File: src/rtl/lcell_pkg.sv
`timescale 1ns/1ps
package lcell_pkg;
   localparam int unsigned LC_NUM_OUT = 2;

   // Role of the uppermost logic input
   typedef enum logic {
      DM_ENABLE = 1'b0,   // gates the flip-flop load
      DM_SELECT = 1'b1    // picks between the two tables
   } d_mode_e;

   // Raw results of the two lookups
   typedef struct packed {
      logic hi;
      logic lo;
   } lut_pair_t;
endpackage

File: src/rtl/lcell_lut.sv
`timescale 1ns/1ps
// One lookup table: picks a stored bit addressed by the select lines.
module lcell_lut #(
   parameter int unsigned SEL_W    = 3,
   parameter bit          TREE_MUX = 1'b1,
   localparam int unsigned DEPTH   = 1 << SEL_W,
   localparam int unsigned NODES   = 2 * DEPTH - 1
) (
   input  logic [DEPTH-1:0] tbl,
   input  logic [SEL_W-1:0] sel,
   output logic             bit_out
);
   if (SEL_W < 1 || SEL_W > 6) begin : g_bad_sel
      $error("lcell_lut: SEL_W must lie in 1..6");
   end

   if (TREE_MUX) begin : g_tree
      // Binary mux tree in heap order: node n has children 2n+1 (sel=0) and 2n+2 (sel=1).
      logic [NODES-1:0] node;

      for (genvar i = 0; i < DEPTH; i++) begin : g_leaf
         assign node[DEPTH-1+i] = tbl[i];
      end

      for (genvar k = 0; k < SEL_W; k++) begin : g_level
         for (genvar j = 0; j < (1 << k); j++) begin : g_node
            localparam int unsigned N = (1 << k) - 1 + j;
            assign node[N] = sel[SEL_W-1-k] ? node[2*N+2] : node[2*N+1];
         end
      end

      assign bit_out = node[0];
   end else begin : g_index
      assign bit_out = tbl[sel];
   end
endmodule

File: src/rtl/lcell_ff.sv
`timescale 1ns/1ps
// Storage flip-flop with load enable, synchronous reset and hold-off.
module lcell_ff #(
   parameter bit RST_VAL = 1'b0
) (
   input  logic clk,
   input  logic rst,
   input  logic hold_off,
   input  logic en,
   input  logic d,
   output logic q
);
   always_ff @(posedge clk) begin
      if (rst || hold_off) begin
         q <= RST_VAL;
      end else if (en) begin
         q <= d;
      end
   end

   // without enable the state stays put
   p_hold_r5: assert property (@(posedge clk) disable iff (rst)
      (!en && !hold_off) |=> (q == $past(q)));

   // with enable the data is captured
   p_load_r5: assert property (@(posedge clk) disable iff (rst)
      (en && !hold_off) |=> (q == $past(d)));

   // hold-off forces the reset value
   p_off_r8: assert property (@(posedge clk) disable iff (rst)
      hold_off |=> (q == RST_VAL));
endmodule

File: src/rtl/lcell_outsel.sv
`timescale 1ns/1ps
// Combines the two lookups per mode and chooses register or direct per output.
module lcell_outsel
   import lcell_pkg::*;
(
   input  d_mode_e                  mode,
   input  lut_pair_t                luts,
   input  logic                     d_bit,
   input  logic                     ff_q,
   input  logic [LC_NUM_OUT-1:0]    reg_sel,
   output logic                     fn_d,
   output logic [LC_NUM_OUT-1:0]    y
);
   logic                  merged;
   logic [LC_NUM_OUT-1:0] fn;

   always_comb begin
      merged = d_bit ? luts.hi : luts.lo;
      if (mode == DM_SELECT) begin
         fn = {LC_NUM_OUT{merged}};
      end else begin
         fn = {luts.hi, luts.lo};
      end
   end

   assign fn_d = fn[0];

   for (genvar k = 0; k < LC_NUM_OUT; k++) begin : g_out
      assign y[k] = reg_sel[k] ? ff_q : fn[k];
   end
endmodule

File: src/rtl/cfg_logic_cell.sv
`timescale 1ns/1ps
// Programmable logic cell: two lookup tables, one flip-flop, two outputs.
module cfg_logic_cell
   import lcell_pkg::*;
#(
   parameter int unsigned SEL_W    = 3,
   parameter bit          TREE_MUX = 1'b1,
   parameter bit          RST_VAL  = 1'b0
) (
   input  logic                     clk,
   input  logic                     rst,
   input  logic [SEL_W:0]           sig_in,
   input  logic [(1<<SEL_W)-1:0]    cfg_tbl_lo,
   input  logic [(1<<SEL_W)-1:0]    cfg_tbl_hi,
   input  logic                     cfg_merge,
   input  logic [1:0]               cfg_out_reg,
   input  logic                     cfg_ff_off,
   output logic [1:0]               cell_out
);
   localparam int unsigned DEPTH = 1 << SEL_W;

   if (LC_NUM_OUT != 2) begin : g_bad_out
      $error("cfg_logic_cell: port list assumes two outputs");
   end

   logic [SEL_W-1:0] sel;
   logic             d_bit;
   d_mode_e          mode;
   lut_pair_t        luts;
   logic             fn_d;
   logic             ff_en;
   logic             ff_q;

   assign sel   = sig_in[SEL_W-1:0];
   assign d_bit = sig_in[SEL_W];
   assign mode  = d_mode_e'(cfg_merge);
   assign ff_en = (mode == DM_SELECT) || d_bit;

   lcell_lut #(.SEL_W(SEL_W), .TREE_MUX(TREE_MUX)) u_lut_lo (
      .tbl(cfg_tbl_lo), .sel(sel), .bit_out(luts.lo)
   );

   lcell_lut #(.SEL_W(SEL_W), .TREE_MUX(TREE_MUX)) u_lut_hi (
      .tbl(cfg_tbl_hi), .sel(sel), .bit_out(luts.hi)
   );

   lcell_outsel u_outsel (
      .mode(mode), .luts(luts), .d_bit(d_bit), .ff_q(ff_q),
      .reg_sel(cfg_out_reg), .fn_d(fn_d), .y(cell_out)
   );

   lcell_ff #(.RST_VAL(RST_VAL)) u_ff (
      .clk(clk), .rst(rst), .hold_off(cfg_ff_off),
      .en(ff_en), .d(fn_d), .q(ff_q)
   );

   // first output follows the low table in split mode
   p_split_lo_r1: assert property (@(posedge clk) disable iff (rst)
      (!cfg_merge && !cfg_out_reg[0]) |-> (cell_out[0] == cfg_tbl_lo[sel]));

   // second output follows the high table in split mode
   p_split_hi_r2: assert property (@(posedge clk) disable iff (rst)
      (!cfg_merge && !cfg_out_reg[1]) |-> (cell_out[1] == cfg_tbl_hi[sel]));

   // in merged mode both direct outputs give the same function
   p_merge_same_r3: assert property (@(posedge clk) disable iff (rst)
      (cfg_merge && cfg_out_reg == 2'b00) |-> (cell_out[0] == cell_out[1]));

   // registered outputs show the flip-flop
   p_regsel0_r4: assert property (@(posedge clk) disable iff (rst)
      cfg_out_reg[0] |-> (cell_out[0] == ff_q));
   p_regsel1_r4: assert property (@(posedge clk) disable iff (rst)
      cfg_out_reg[1] |-> (cell_out[1] == ff_q));

   // merged mode loads on every edge, ignoring the enable role
   p_merge_load_r6: assert property (@(posedge clk) disable iff (rst)
      (cfg_merge && !cfg_ff_off) |=> (ff_q == $past(fn_d)));
endmodule

File: config.mk
export PLATFORM = sky130hd
export DESIGN_NAME = cfg_logic_cell
export DESIGN_NICKNAME = d
export VERILOG_FILES = /design/src/rtl/lcell_pkg.sv /design/src/rtl/lcell_lut.sv /design/src/rtl/lcell_ff.sv /design/src/rtl/lcell_outsel.sv /design/src/rtl/cfg_logic_cell.sv
export SDC_FILE = /design/constraint.sdc
export NUM_CORES = 1
export LEC_CHECK = 0
export BUFFER_PORTS_ARGS = -buffer_cell sky130_fd_sc_hd__buf_2
export CAP_MARGIN = 25
export CORE_AREA = 2 2 39 41
export CTS_BUF_LIST = sky130_fd_sc_hd__clkbuf_8
export DETAILED_ROUTE_END_ITERATION = 16
export DIE_AREA = 0 0 41 43
export GPL_TIMING_DRIVEN = 0
export SYNTH_ARGS = -nofsm -noshare
export SYNTH_HDL_FRONTEND = slang
export SYNTH_SLANG_ARGS = --single-unit
File: constraint.sdc
create_clock -name clk -period 3.26 [get_ports clk]
set_input_delay 0.326 -clock clk [delete_from_list [all_inputs] [get_ports clk]]
set_output_delay 0.326 -clock clk [all_outputs]
set_load 0.005 [all_outputs]
== Word level (Yosys, flattened, before mapping) ==
Index checks and enable logic that the tools add are counted.

* Logic and storage cells: 21
* Register bits after elaboration: 1

* Reductions and logical operators: 2
* Muxes and demuxes: 18

{| class="wikitable"
|+ Operator list
! cell !! number
|-
| $mux 1 || 17
|-
| $logic_or 1x1->1 || 2
|-
| $mux 2 || 1
|}

== Longest topological paths before layout ==
* Depth after elaboration: 6
* Gate-level depth with buffers: 4
* Gate-level depth less buffers: 4

== By module ==
Synthesis repeated with hierarchy kept, for this count alone.

* Cells, all modules: 20
* Area total of the unflattened synthesis: 249.0 um^2

{| class="wikitable"
|+ By module, submodules not included
! module !! seq. area each (um^2) !! area each (um^2) !! times used !! cells an instance
|-
| lcell_lut || 0.0 || 63.8 || 2 || 3
|-
| lcell_outsel || 0.0 || 75.1 || 1 || 10
|-
| lcell_ff || 20.0 || 40.0 || 1 || 3
|-
| cfg_logic_cell || 0.0 || 6.3 || 1 || 1
|}

== Least setup slack after synthesis ==
No wires, ideal clock.

* Path kind: input -> output
* Start point: input port sig_in[0]
* End point: output port cell_out[1]
* Arrival: 1.320 ns
* Data required time: 2.934 ns
* Buffers on the path: 0
* Cell stages on the path: 4
* Slack: 1.614 ns
* Cell sequence: mux4_1 -> mux2_2 -> mux2i_1 -> o21ai_1

* Word-level cells in the longest chain between the ends: 6

{| class="wikitable"
|+ Ends and longest elaborated chain
! element !! line !! RTL
|-
| from (decl) || cfg_logic_cell.sv:12 || <nowiki>input logic [SEL_W:0] sig_in,</nowiki>
|-
| $mux 1 (3 in a row) || lcell_lut.sv:28 || <nowiki>assign node[N] = sel[SEL_W-1-k] ? node[2*N+2] : node[2*N+1];</nowiki>
|-
| $mux 1 || lcell_outsel.sv:18 || <nowiki>merged = d_bit ? luts.hi : luts.lo;</nowiki>
|-
| $mux 2 (*) || lcell_outsel.sv:19 || <nowiki>if (mode == DM_SELECT) begin</nowiki>
|-
| $mux 1 (*) || lcell_outsel.sv:29 || <nowiki>assign y[k] = reg_sel[k] ? ff_q : fn[k];</nowiki>
|-
| to (decl) || cfg_logic_cell.sv:18 || <nowiki>output logic [1:0] cell_out</nowiki>
|}

Mark *: on every way between the ends. The rest lies on a longest branch, timed or not.

== Final worst setup path ==
Same ends and word-level chain as after synthesis.

==> flow_metrics.tcl <==
set metrics [dict create \
    status "complete, no violations" \
    cap_viol_max_count 0 \
    die_area_mm2 0.001763 \
    fin_skew_ns 0 \
    max_freq_mhz 506.4 \
    ys_warn_count 0 \
    grt_pass1_wl_um 903 \
    regMostFlops "u_ff.q" \
    syn-num-nets 47 \
    p_int_mw 0.03973 \
    final.setup.worst_slack_ns 1.285 \
    clk_latency_ns 0 \
    hold_ws_ns 0.4905 \
    leakagePower_nw 0.1934 \
    syn-cell-area_um2 227.7 \
    crit_arrival_ns 1.65 \
    vias 291 \
    grt_usage_pct 6.734 \
    grt_overflow 0 \
    core_area_mm2 0.001384 \
    drc 0 \
    seq_area_frac_synth_pct 8.791 \
    area_growth_pct 68.13 \
    power_frac_seq_pct 25.0 \
    ys_ff_latch 1 \
    path_class "primary input to output pin" \
    swShare_pct 27.89 \
    io_buffers 27 \
    reg_top3 "u_ff.q x1" \
    min_period_over_period_pct 60.58 \
    yosysUniqueCellTypes 11 \
    crit_top_cell "buf_2" \
    fp.dieW_um 41 \
    crit_chain "buf_2 > mux4_1 > mux2_2 > mux2i_1 > o21ai_1 > buf_2" \
    dpl_cell_area_um2 382.9 \
    gp_congestion 0.6434 \
    yosys.area.top_type "mux4_1" \
    nFillCells 152 \
    cp_slowest_cell "mux4_1" \
    slew_viol_final 0 \
    path_clk_slew_ns 0 \
    fp.dieH_um 43 \
    wire_per_inst_um 9.016 \
    critPathMaxStageDelay_ns 0.54 \
    p_clk_share_pct 0 \
    antenna_found_initial 0 \
    tightest_slew_ns 0.1881 \
    cts-resized-gates 0 \
    finalSetupTns_ns 0 \
    antennaDiodeCount 0 \
    grt_max_degree 6 \
    setup_viol 0 \
    drtIter0Drc 1 \
    syn_inst 21 \
    rows 14 \
    finalHoldViolations 0 \
    ys.flop_type "dfxtp_1" \
    ctsHoldBuffers 0 \
    largest_reg_flops 1 \
    dp_slack_ns 1.261 \
    path_max_fanout 4 \
    synthArstFlopShare_pct 0 \
    max-vdd-ir-drop_uv 35.65 \
    drive_above_1_share_pct 60.42 \
    p_switching_mw 0.01537 \
    drt-total-wl_um 577 \
    min_path_type "primary input to flop" \
    end_kind "output pin" \
    ant_nets 0 \
    relSlewSlack_pct 87.38 \
    powerDensity_mw_per_mm2 143.9 \
    pwr-share-comb_pct 75.0 \
    postSynthAreaPerCell_um2 10.84 \
    vias_per_cell 4.547 \
    layout.nets 76 \
    synth-edff-count 0 \
    grt_pass1_vias 269 \
    grt_setup_unrepaired "false" \
    layout_min_cycle_time_ns 1.975 \
    firstDrtPassIters 2 \
    cts_setup_buffers 0 \
    fin_area_um2 382.9 \
    synth.top_cells.by_area "mux4_1, mux2_2, dfxtp_1" \
    worst_setup_path_start_kind "primary input" \
    crit_required_ns 2.93 \
    synth_top_cell_area_share_pct 46.15 \
    io_pins 28 \
    start_util_pct 16.46 \
    synthTopCellsByCount "mux4_1, nand2_1" \
]
-- cells in the final DEF (no fill, tap or decap) --
cell	Yosys	final
dfxtp_1	1	1
nor2_1	1	1
mux2i_1	2	2
o21ai_0	1	1
buf_2	0	27
nor2b_1	2	2
nand2_1	4	4
mux4_1	4	4
nand3_1	1	1
a311oi_1	1	1
o21ai_1	2	2
mux2_2	2	2
-- layer usage --
metal,part of all wire [%],vias up,GRT usage [%]
met3,12,0,0
met5,0,-,0
li1,-,144,-
met1,32,127,7.097
met4,0,0,0
met2,56,20,14.06
-- final timing paths --
check,cells after the start,slack (ns),start,to
worst max-delay path,6,1.29,sig_in[0],cell_out[1]
worst min-delay path,2,0.49,cfg_ff_off,u_ff.q
worst max register to register,2,2.52,u_ff.q,u_ff.q
worst min register to register,2,0.50,u_ff.q,u_ff.q
-- worst max-delay path, delay by kind of cell --
kind,cells,cell delay (ns)
mux,3,1.00
compound gates,1,0.07
buf+inv,2,0.25
-- final cells by class --
cell class	count	area (um2)	area share, %
Multi-Input combinational cell	20	207.7	54.25
Sequential cell	1	20.02	5.229
Tap cell	16	20.02	5.229
Timing Repair Buffer	27	135.1	35.29
-- logic make-up (layout without fill, tap and decap cells) --
kind of cell | Yosys count | after routing | share of synthesized area, %
multiplexers | 8 | 8 | 64.83
flip-flops | 1 | 1 | 8.792
buffers and inverters | 0 | 27 | 0
AO/OA/AOI/OAI | 4 | 4 | 10.44
AND/OR/NAND/NOR | 8 | 8 | 15.93
-- stage by stage --
stage	util [%]	power, mW	cells
finish	27.67	0.05509	64
global route	27.67	0.05998	64
CTS	27.67	0.05598	64
detailed placement	27.67	0.05588	64
global placement	27.67	0.05496	64
floorplan	-	0.03378	21
-- power by group through the flow --
stage / clock network, mW / logic (mW) / registers [mW]
3_3_place_gp: 0 / 0.0412 / 0.0138
3_5_place_dp: 0 / 0.0421 / 0.0138
4_1_cts: 0 / 0.0422 / 0.0138
5_1_grt: 0 / 0.0461 / 0.0139
2_1_floorplan: 0 / 0.0203 / 0.0135
6_report: 0 / 0.0413 / 0.0138
Power figures use the tool's default switching activity.
